--- src/rtl/msi_frame_pkg.sv ---
package msi_frame_pkg;

    // Byte offsets that the frame decodes
    localparam logic [11:0] OFS_CAPS     = 12'h008;
    localparam logic [11:0] OFS_DOORBELL = 12'h040;
    localparam logic [11:0] OFS_IDENT    = 12'hFCC;
    localparam logic [11:0] OFS_ZERO_LO  = 12'hFD0;
    localparam logic [11:0] OFS_ZERO_HI  = 12'hFFC;

    localparam int unsigned ID_W        = 10;
    localparam int unsigned SPI_FLOOR   = 32;
    localparam int unsigned ID_CEILING  = 1020;
    localparam int unsigned MAX_LINES   = 128;
    localparam logic [7:0]  PRODUCT_TAG = 8'h51;
    localparam int unsigned PRODUCT_LSB = 20;

    // Class of the access on the bus this cycle
    typedef enum logic [1:0] {
        ACC_NONE,
        ACC_RING,
        ACC_READ,
        ACC_BAD
    } acc_kind_e;

    // Which word a legal read returns
    typedef enum logic [1:0] {
        RSEL_CAPS,
        RSEL_IDENT,
        RSEL_ZERO
    } rsel_e;

    // Controller states
    typedef enum logic [1:0] {
        ST_IDLE,
        ST_RING,
        ST_REPLY,
        ST_FAULT
    } ctrl_state_e;

endpackage

--- src/rtl/msi_frame_decode.sv ---
module msi_frame_decode
    import msi_frame_pkg::*;
(
    input  logic [11:0] addr_i,
    input  logic        wr_i,
    input  logic        rd_i,
    input  logic [2:0]  size_i,
    output acc_kind_e   kind_o,
    output rsel_e       rsel_o
);

    logic size_word;
    logic size_half_or_word;
    logic in_zero_block;

    assign size_word         = (size_i == 3'd4);
    assign size_half_or_word = (size_i == 3'd2) || (size_i == 3'd4);
    assign in_zero_block     = (addr_i >= OFS_ZERO_LO) && (addr_i <= OFS_ZERO_HI);

    always_comb begin
        kind_o = ACC_NONE;
        rsel_o = RSEL_ZERO;
        if (rd_i && wr_i) begin
            kind_o = ACC_BAD;
        end else if (rd_i) begin
            if (!size_word) begin
                kind_o = ACC_BAD;
            end else if (addr_i == OFS_CAPS) begin
                kind_o = ACC_READ;
                rsel_o = RSEL_CAPS;
            end else if (addr_i == OFS_IDENT) begin
                kind_o = ACC_READ;
                rsel_o = RSEL_IDENT;
            end else if (in_zero_block) begin
                kind_o = ACC_READ;
                rsel_o = RSEL_ZERO;
            end else begin
                kind_o = ACC_BAD;
            end
        end else if (wr_i) begin
            if (!size_half_or_word) begin
                kind_o = ACC_BAD;
            end else if (addr_i == OFS_DOORBELL) begin
                kind_o = ACC_RING;
            end else begin
                kind_o = ACC_BAD;
            end
        end
    end

endmodule

--- src/rtl/msi_frame_ring.sv ---
module msi_frame_ring
    import msi_frame_pkg::*;
#(
    parameter int unsigned FIRST_ID   = 32,
    parameter int unsigned LINE_COUNT = 64
) (
    input  logic                  clk,
    input  logic                  rst,
    input  logic [31:0]           wdata_i,
    input  logic                  load_i,
    input  logic                  fire_i,
    output logic                  in_range_o,
    output logic [LINE_COUNT-1:0] pulse_o
);

    localparam int unsigned IDX_W = (LINE_COUNT > 1) ? $clog2(LINE_COUNT) : 1;
    localparam logic [ID_W:0] LO_ID = (ID_W+1)'(FIRST_ID);
    localparam logic [ID_W:0] HI_ID = (ID_W+1)'(FIRST_ID + LINE_COUNT);

    logic [ID_W:0]  id_ext;
    logic [ID_W:0]  rel_id;
    logic [IDX_W-1:0] idx_q;
    logic [31:ID_W] wdata_unused;

    assign wdata_unused = wdata_i[31:ID_W];
    assign id_ext       = {1'b0, wdata_i[ID_W-1:0]};
    assign rel_id       = id_ext - LO_ID;
    assign in_range_o   = (id_ext >= LO_ID) && (id_ext < HI_ID);

    always_ff @(posedge clk) begin
        if (rst) begin
            idx_q <= '0;
        end else if (load_i) begin
            idx_q <= rel_id[IDX_W-1:0];
        end
    end

    for (genvar g = 0; g < LINE_COUNT; g++) begin : g_line
        assign pulse_o[g] = fire_i && (idx_q == IDX_W'(g));
    end

endmodule

--- src/rtl/msi_frame_ctrl.sv ---
module msi_frame_ctrl
    import msi_frame_pkg::*;
#(
    parameter int unsigned FIRST_ID   = 32,
    parameter int unsigned LINE_COUNT = 64
) (
    input  logic        clk,
    input  logic        rst,
    input  acc_kind_e   kind_i,
    input  rsel_e       rsel_i,
    input  logic        in_range_i,
    output logic        ring_load_o,
    output logic        ring_fire_o,
    output logic        err_o,
    output logic [31:0] rdata_o
);

    localparam logic [31:0] CAPS_WORD  = {16'(FIRST_ID), 16'(LINE_COUNT)};
    localparam logic [31:0] IDENT_WORD = 32'(PRODUCT_TAG) << PRODUCT_LSB;

    ctrl_state_e state_q, state_d;
    logic [31:0] reply_q, reply_d;

    // Next-state and reply selection
    always_comb begin
        state_d = ST_IDLE;
        reply_d = '0;
        unique case (kind_i)
            ACC_NONE: state_d = ST_IDLE;
            ACC_RING: state_d = in_range_i ? ST_RING : ST_IDLE;
            ACC_READ: begin
                state_d = ST_REPLY;
                unique case (rsel_i)
                    RSEL_CAPS:  reply_d = CAPS_WORD;
                    RSEL_IDENT: reply_d = IDENT_WORD;
                    default:    reply_d = '0;
                endcase
            end
            ACC_BAD:  state_d = ST_FAULT;
            default:  state_d = ST_IDLE;
        endcase
    end

    // State register
    always_ff @(posedge clk) begin
        if (rst) begin
            state_q <= ST_IDLE;
            reply_q <= '0;
        end else begin
            state_q <= state_d;
            reply_q <= reply_d;
        end
    end

    assign ring_load_o = (state_d == ST_RING) && !rst;

    // Outputs from the registered state
    always_comb begin
        ring_fire_o = 1'b0;
        err_o       = 1'b0;
        rdata_o     = '0;
        unique case (state_q)
            ST_IDLE:  ;
            ST_RING:  ring_fire_o = 1'b1;
            ST_REPLY: rdata_o     = reply_q;
            ST_FAULT: err_o       = 1'b1;
            default:  ;
        endcase
    end

endmodule

--- src/rtl/msi_frame.sv ---
module msi_frame
    import msi_frame_pkg::*;
#(
    parameter int unsigned BASE_INDEX = 0,
    parameter int unsigned LINE_COUNT = 64
) (
    input  logic                  clk,
    input  logic                  rst,
    input  logic [11:0]           bus_addr,
    input  logic                  bus_wr,
    input  logic                  bus_rd,
    input  logic [2:0]            bus_size,
    input  logic [31:0]           bus_wdata,
    output logic [31:0]           bus_rdata,
    output logic [LINE_COUNT-1:0] irq_pulse,
    output logic                  err_strobe
);

    localparam int unsigned FIRST_ID = BASE_INDEX + SPI_FLOOR;

    if (LINE_COUNT < 1 || LINE_COUNT > MAX_LINES) begin : g_bad_count
        $error("msi_frame: LINE_COUNT out of range 1..128");
    end
    if (FIRST_ID + LINE_COUNT > ID_CEILING) begin : g_bad_base
        $error("msi_frame: served range passes interrupt number 1020");
    end

    acc_kind_e kind;
    rsel_e     rsel;
    logic      in_range;
    logic      ring_load;
    logic      ring_fire;

    msi_frame_decode u_decode (
        .addr_i (bus_addr),
        .wr_i   (bus_wr),
        .rd_i   (bus_rd),
        .size_i (bus_size),
        .kind_o (kind),
        .rsel_o (rsel)
    );

    msi_frame_ring #(
        .FIRST_ID   (FIRST_ID),
        .LINE_COUNT (LINE_COUNT)
    ) u_ring (
        .clk        (clk),
        .rst        (rst),
        .wdata_i    (bus_wdata),
        .load_i     (ring_load),
        .fire_i     (ring_fire),
        .in_range_o (in_range),
        .pulse_o    (irq_pulse)
    );

    msi_frame_ctrl #(
        .FIRST_ID   (FIRST_ID),
        .LINE_COUNT (LINE_COUNT)
    ) u_ctrl (
        .clk         (clk),
        .rst         (rst),
        .kind_i      (kind),
        .rsel_i      (rsel),
        .in_range_i  (in_range),
        .ring_load_o (ring_load),
        .ring_fire_o (ring_fire),
        .err_o       (err_strobe),
        .rdata_o     (bus_rdata)
    );

endmodule

--- config.mk ---
export PLATFORM = sky130hd
export DESIGN_NAME = msi_frame
export DESIGN_NICKNAME = d
export VERILOG_FILES = /design/src/rtl/msi_frame_pkg.sv /design/src/rtl/msi_frame_decode.sv /design/src/rtl/msi_frame_ring.sv /design/src/rtl/msi_frame_ctrl.sv /design/src/rtl/msi_frame.sv
export SDC_FILE = /design/constraint.sdc
export NUM_CORES = 1
export LEC_CHECK = 0
export CAP_MARGIN = 10
export CORE_MARGIN = 4
export CORE_UTILIZATION = 29
export CTS_BUF_LIST = sky130_fd_sc_hd__clkbuf_8
export DETAILED_ROUTE_END_ITERATION = 10
export PLACE_DENSITY = 0.87
export SYNTH_ARGS = -nofsm -noshare
export SYNTH_HDL_FRONTEND = slang
export SYNTH_HIERARCHICAL = 1
export SYNTH_SLANG_ARGS = --single-unit
--- constraint.sdc ---
create_clock -name clk -period 3.53 [get_ports clk]
set_clock_uncertainty 0.15 [all_clocks]
set_input_delay 0.353 -clock clk [delete_from_list [all_inputs] [get_ports clk]]
set_output_delay 0.353 -clock clk [all_outputs]
set_load 0.02 [all_outputs]
## Word level (Yosys, flattened, before mapping)

Cells that the tools add are included.

- Register bits: 40
- Input port bits: 51
- Output and inout bits: 97
- Logic and storage cells: 179

- Add/subtract/negate cells: 1
- Magnitude comparators: 4
- Eq/ne operators: 76
- Muxes and demuxes: 20
- Bitwise gates (word level): 1
- Reduce and logical (&&, ||, !) cells: 74

Operators by type and width:

| kind | number |
|---|---|
| equality test 6 bit (second input constant) | 32 |
| equality test 6 x 5 -> 1 bit (second input constant) | 16 |
| logical AND 1 bit | 68 |
| case mux 27 bit (2 select lines) | 1 |
| equality test 6 x 4 -> 1 bit (second input constant) | 8 |
| 2-to-1 mux 32 bit | 1 |
| 2-to-1 mux 2 bit | 13 |
| equality test 6 x 3 -> 1 bit (second input constant) | 4 |
| equality test 12 bit (second input constant) | 1 |
| equality test 12 x 4 -> 1 bit (second input constant) | 1 |
| equality test 12 x 7 -> 1 bit (second input constant) | 1 |
| equality test 6 x 2 -> 1 bit (second input constant) | 2 |
| greater-or-equal comparator 12 bit (second input constant) | 1 |
| <= comparator 12 bit (second input constant) | 1 |
| greater-or-equal comparator 10 x 6 -> 1 bit (second input constant) | 1 |
| less-than comparator 10 x 7 -> 1 bit (second input constant) | 1 |
| equality test 2 x 1 -> 1 bit (second input constant) | 4 |
| equality test 2 bit (second input constant) | 4 |
| case mux 2 bit (4 select lines) | 1 |
| equality test 6 x 1 -> 1 bit (second input constant) | 1 |
| zero test 6 bit | 1 |
| subtractor 6 bit (second input constant) | 1 |
| zero test 2 bit | 2 |
| 2-to-1 mux 1 bit | 4 |
| other kinds (6) | 6 |

## Depth between registers and ports, before layout

- Depth in word-level cells: 12
- Depth in mapped cells: 8
- Mapped depth without buffers: 7

## Cells and area by module

The synthesis kept the hierarchy.

Modules (own cells, without submodules):

| module | instances | cells an instance | area an instance (um2) | seq. area each (um2) |
|---|---|---|---|---|
| msi_frame_ring | 1 | 114 | 678.2 | 120.1 |
| msi_frame_ctrl | 1 | 46 | 395.4 | 80.1 |
| msi_frame_decode | 1 | 24 | 153.9 | 0.0 |

## Worst setup path after synthesis

Ideal clock, no wire load.

- Kind: input to register
- Start point: in bus_addr[11]
- End point: reg u_ring.idx_q[0]
- Setup time: 0.114 ns
- Arrival: 2.005 ns
- Data required time: 3.266 ns
- Slack: 1.260 ns
- Stages on the path: 7
- Buffers on the path: 1
- Cell sequence: or4_4 > nor4_1 > nor2_1 > and4bb_2 > clkbuf_1 > mux2i_1 > nor2_1

- Elaborated cells on any way between the ends: 22
- Those cells by class: order compare (2); eq/ne (7); mux (10); reduce/logical (3)

RTL lines:

| what | line | RTL |
|---|---|---|
| start, declared | msi_frame.sv:9 | `input logic [11:0] bus_addr,` |
| equality test 12 x 7 -> 1 bit | msi_frame_decode.sv:43 | `end else if (addr_i == OFS_DOORBELL) begin` |
| 2-to-1 mux 2 bit | msi_frame_decode.sv:43 |  |
| 2-to-1 mux 2 bit | msi_frame_decode.sv:41 | `if (!size_half_or_word) begin` |
| 2-to-1 mux 2 bit | msi_frame_decode.sv:40 | `end else if (wr_i) begin` |
| 2-to-1 mux 2 bit * | msi_frame_decode.sv:25 | `end else if (rd_i) begin` |
| 2-to-1 mux 2 bit * | msi_frame_decode.sv:23 | `if (rd_i && wr_i) begin` |
| net kind[1] | msi_frame.sv:28 | `acc_kind_e kind;` |
| equality test 2 bit (tied with other cells) | msi_frame_ctrl.sv:28 | `unique case (kind_i)` |
| case mux 2 bit (4 select lines) * | msi_frame_ctrl.sv:28 |  |
| equality test 2 x 1 -> 1 bit * | msi_frame_ctrl.sv:55 | `assign ring_load_o = (state_d == ST_RING) && !rst;` |
| logical AND 1 bit * | msi_frame_ctrl.sv:55 |  |
| net ring_load | msi_frame.sv:31 | `logic ring_load;` |
| end signal, assigned | msi_frame_ring.sv:34 | `idx_q <= rel_id[IDX_W-1:0];` |
| end, declared | msi_frame_ring.sv:22 | `logic [IDX_W-1:0] idx_q;` |

Mark *: on every way through the listed nets, which the timed path passes. The rest lies on a longest branch.
A chain may end at the register's enable or synchronous reset.

## Final worst setup path

- Start point: reg u_ctrl.state_q[0]
- End point: out irq_pulse[10]

- Word-level cells in the longest chain between the ends: 3

Ends and longest elaborated chain:

| what | line | RTL |
|---|---|---|
| start, declared | msi_frame_ctrl.sv:21 | `ctrl_state_e state_q, state_d;` |
| start signal, assigned | msi_frame_ctrl.sv:50 | `state_q <= state_d;` |
| equality test 2 x 1 -> 1 bit | msi_frame_ctrl.sv:62 | `unique case (state_q)` |
| 2-to-1 mux 1 bit | msi_frame_ctrl.sv:62 |  |
| net ring_fire | msi_frame.sv:32 | `logic ring_fire;` |
| logical AND 1 bit | msi_frame_ring.sv:39 | `assign pulse_o[g] = fire_i && (idx_q == IDX_W'(g));` |
| end, declared | msi_frame.sv:15 | `output logic [LINE_COUNT-1:0] irq_pulse,` |

The timed path passes the listed nets, and every way through them passes these cells.

==> impl_metrics.csv <==
group,metric,value,unit
run_status,outcome,"finished clean",
clock_tree,clockBufferDepth,2,
grt,grt_pass1_wl,6350,um
finish,regArea,200,um2
finish,areaGrowthSynthToFinish,74.9,%
worst_setup_path,crit_type,"reg -> out",
detailed_routing,top_layer,"met4",
die,die-width,73.1,um
worst_setup_path,r2r_start,"u_ring/idx_q[2]",
worst_setup_path,r2r-end,"u_ring/idx_q[2]",
die,rows,23,
power_and_ir_drop,power_per_cell_area,147,nW/um2
power_and_ir_drop,p_total,0.000315,W
power_and_ir_drop,ir_worst_vdd,136,uV
worst_setup_path,rrSetupSlack,2390,ps
synthesis,avgSynthCellArea,6.67,um2
clock_tree,post_cts_buffers,0,
grt,antenna_found_initial,0,
worst_hold_path,hp-class,"reg -> reg",
finish,nets,324,
placement,gp_congestion,0.835,
finish,layout_common_cells,"98 x clkdlybuf4s50_1, 76 x nor2_1, 27 x conb_1",
timing,period_share,0.794,
clock_tree,cts_hold_buf,0,
synthesis,seq_area_frac_synth,0.163,
power_and_ir_drop,combPwrFrac,0.273,
clock_tree,clk_pin_slew_worst_paths,40,ps
detailed_routing,ant_nets,0,
grt,grt_max_degree,18,
worst_setup_path,cp-endpoint,"irq_pulse[10]",
timing,hold_viol,0,
finish,drive_gt1_frac,0.0258,
worst_setup_path,rr_worst_depth,2,
detailed_routing,drcViolationCount,0,
grt,first_global_vias,1350,
finish,n_fill_cell,392,
clock_tree,cts_resized,0,
timing,rsz0062_at_grt,"no",
worst_setup_path,required,3030,ps
finish,antenna_cells,0,
die,die-area,5340,um2
synthesis,synth_edf_count,0,
detailed_routing,dr.pass1.iters,4,
grt,overflow,0,
timing,tns,0,ps
timing,finalSetupViolCount,0,
detailed_routing,wl_met1,1500,um
detailed_routing,vias,1512,
finish,mostFrequentLayoutCell,"clkdlybuf4s50_1",
die,start_util,0.302,
worst_setup_path,critical_path_peak_fanout,16,
clock_tree,clock-sinks,10,
synthesis,synth_cells,184,
power_and_ir_drop,p_sw,0.0000881,W
power_and_ir_drop,swShare,0.279,
synthesis,async_flop_share,0,
die,design.core.area,4060,um2
timing,slew_viol_final,0,
die,boundaryPins,148,
timing,tightest_slew,678,ps
detailed_routing,wirelength,4210,um
clock_tree,clock_latency,230,ps
detailed_routing,first_iter_violations,104,
synthesis,synth_ff_type,"dfxtp_1",
finish,multi_input_area,862,um2
power_and_ir_drop,p_leak,0.698,nW
worst_setup_path,cp-start-kind,"flip-flop",
detailed_routing,met2WireLength,2340,um
placement,port_buffers,98,
power_and_ir_drop,p_int,0.000227,W
detailed_routing,routed_via_density,4.71,
power_and_ir_drop,clkPwrFrac,0.355,
grt,grt_use_total,0.146,
synthesis,synth_cell_types,35,
power_and_ir_drop,power_frac_seq,0.372,
placement,post-dp-hpwl,3290,um
synthesis,yosysWarnings,6,
worst_setup_path,critical_path.startpoint,"u_ctrl/state_q[0]",
detailed_routing,wl_met3,353,um
worst_setup_path,arrival,2300,ps
synthesis,yosys_register_bits,10,
timing,slew_headroom,0.542,
die,fp.dieH,73.1,um
synthesis,synth_area,1230,um2
worst_setup_path,end_kind,"output pin",
timing,final.min_clock_period,2800,ps
clock_tree,cts_buffers,3,
clock_tree,cts-root-buf,"clkbuf_8",
timing,max_freq,0.357,GHz
detailed_routing,post_drt_wl_per_cell,13.1,um
run,cap_violations,0,
clock_tree,htreeDepth,1,
clock_tree,tritoncts,"done",
[through the flow]
step	cells	utilization	hold WS, ps	setup slack [ps]	area, um2
4_1_cts	321	0.529	396	727	2150
5_1_grt	321	0.529	439	481	2150
2_1_floorplan	210	-	272	1260	1330
6_report	321	0.529	408	728	2150
3_3_place_gp	318	0.519	368	876	2110
3_5_place_dp	318	0.519	370	870	2110
[how the worst min path moves through the flow]
stage / slack [ps] / cells after the start / endpoint / start
after CTS: 400 / 2 / u_ring/idx_q[5] / u_ring/idx_q[5]
after floorplan: 270 / 1 / u_ctrl/state_q[1] / rst
after detailed placement: 370 / 2 / u_ring/idx_q[5] / u_ring/idx_q[5]
final: 410 / 2 / u_ring/idx_q[5] / u_ring/idx_q[5]
after global placement: 370 / 2 / u_ring/idx_q[5] / u_ring/idx_q[5]
after global routing: 440 / 2 / u_ring/idx_q[5] / u_ring/idx_q[5]
[Yosys cell counts, drive strengths merged, types with 2 or more instances]
cell     number  share of area
and3b         3          0.021
buf          30           0.18
clkbuf       10          0.031
dfxtp        10           0.16
mux2i         5          0.041
nand2         2         0.0061
nand3         3          0.012
nand3b        2          0.012
nand4         3          0.015
nand4b        4          0.029
nand4bb       6          0.055
nor2         76           0.23
nor2b         2          0.016
nor4          4          0.025
nor4b         2          0.014
o21a          2          0.012
or4           2          0.015
or4b          4          0.033
[state kept, by name, summed over array words and instances (netlist names)]
name and cells:
u_ctrl/state_q 2, u_ctrl/reply_q 2, u_ring/idx_q 6
[power by group through the flow]
stage	registers, W	logic, W	clock network (W)
2_1_floorplan	0.000118	0.0000662	0
3_3_place_gp	0.000119	0.0000842	0
3_5_place_dp	0.000119	0.0000848	0
4_1_cts	0.000117	0.0000852	0.000114
5_1_grt	0.000117	0.0000915	0.000123
6_report	0.000117	0.0000861	0.000112
[critical path, cell delays in order, from the launching register on]
cell,delay [ps]
dfxtp_1,340
nor2b_1,250
or3b_1,650
nor2_1,190
clkdlybuf4s50_1,630
[area by class of cell]
cell class / count / area share
clock buffer: 3 / 0.0192
multi-input combinational: 160 / 0.402
sequential: 10 / 0.0932
tap: 50 / 0.0291
timing repair buffer: 98 / 0.457
[cell families (layout without fill, tap and decap cells)]
kind of cell,Yosys count,in the layout,synth area share
buffers and inverters,40,101,0.214
DFF,10,10,0.163
muxes,5,5,0.0408
AOI/OAI and AO/OA,6,6,0.0316
and+or+nand+nor,120,120,0.533
xor gates and xnor gates,2,2,0.0143
other,1,27,0.00306
[metal layers]
layer,GRT usage,up-vias
li1,-,742
met1,0.168,688
met2,0.273,80
met3,0.0207,2
met4,0.0451,0
met5,0,-
(Power assumes the default switching activity.)
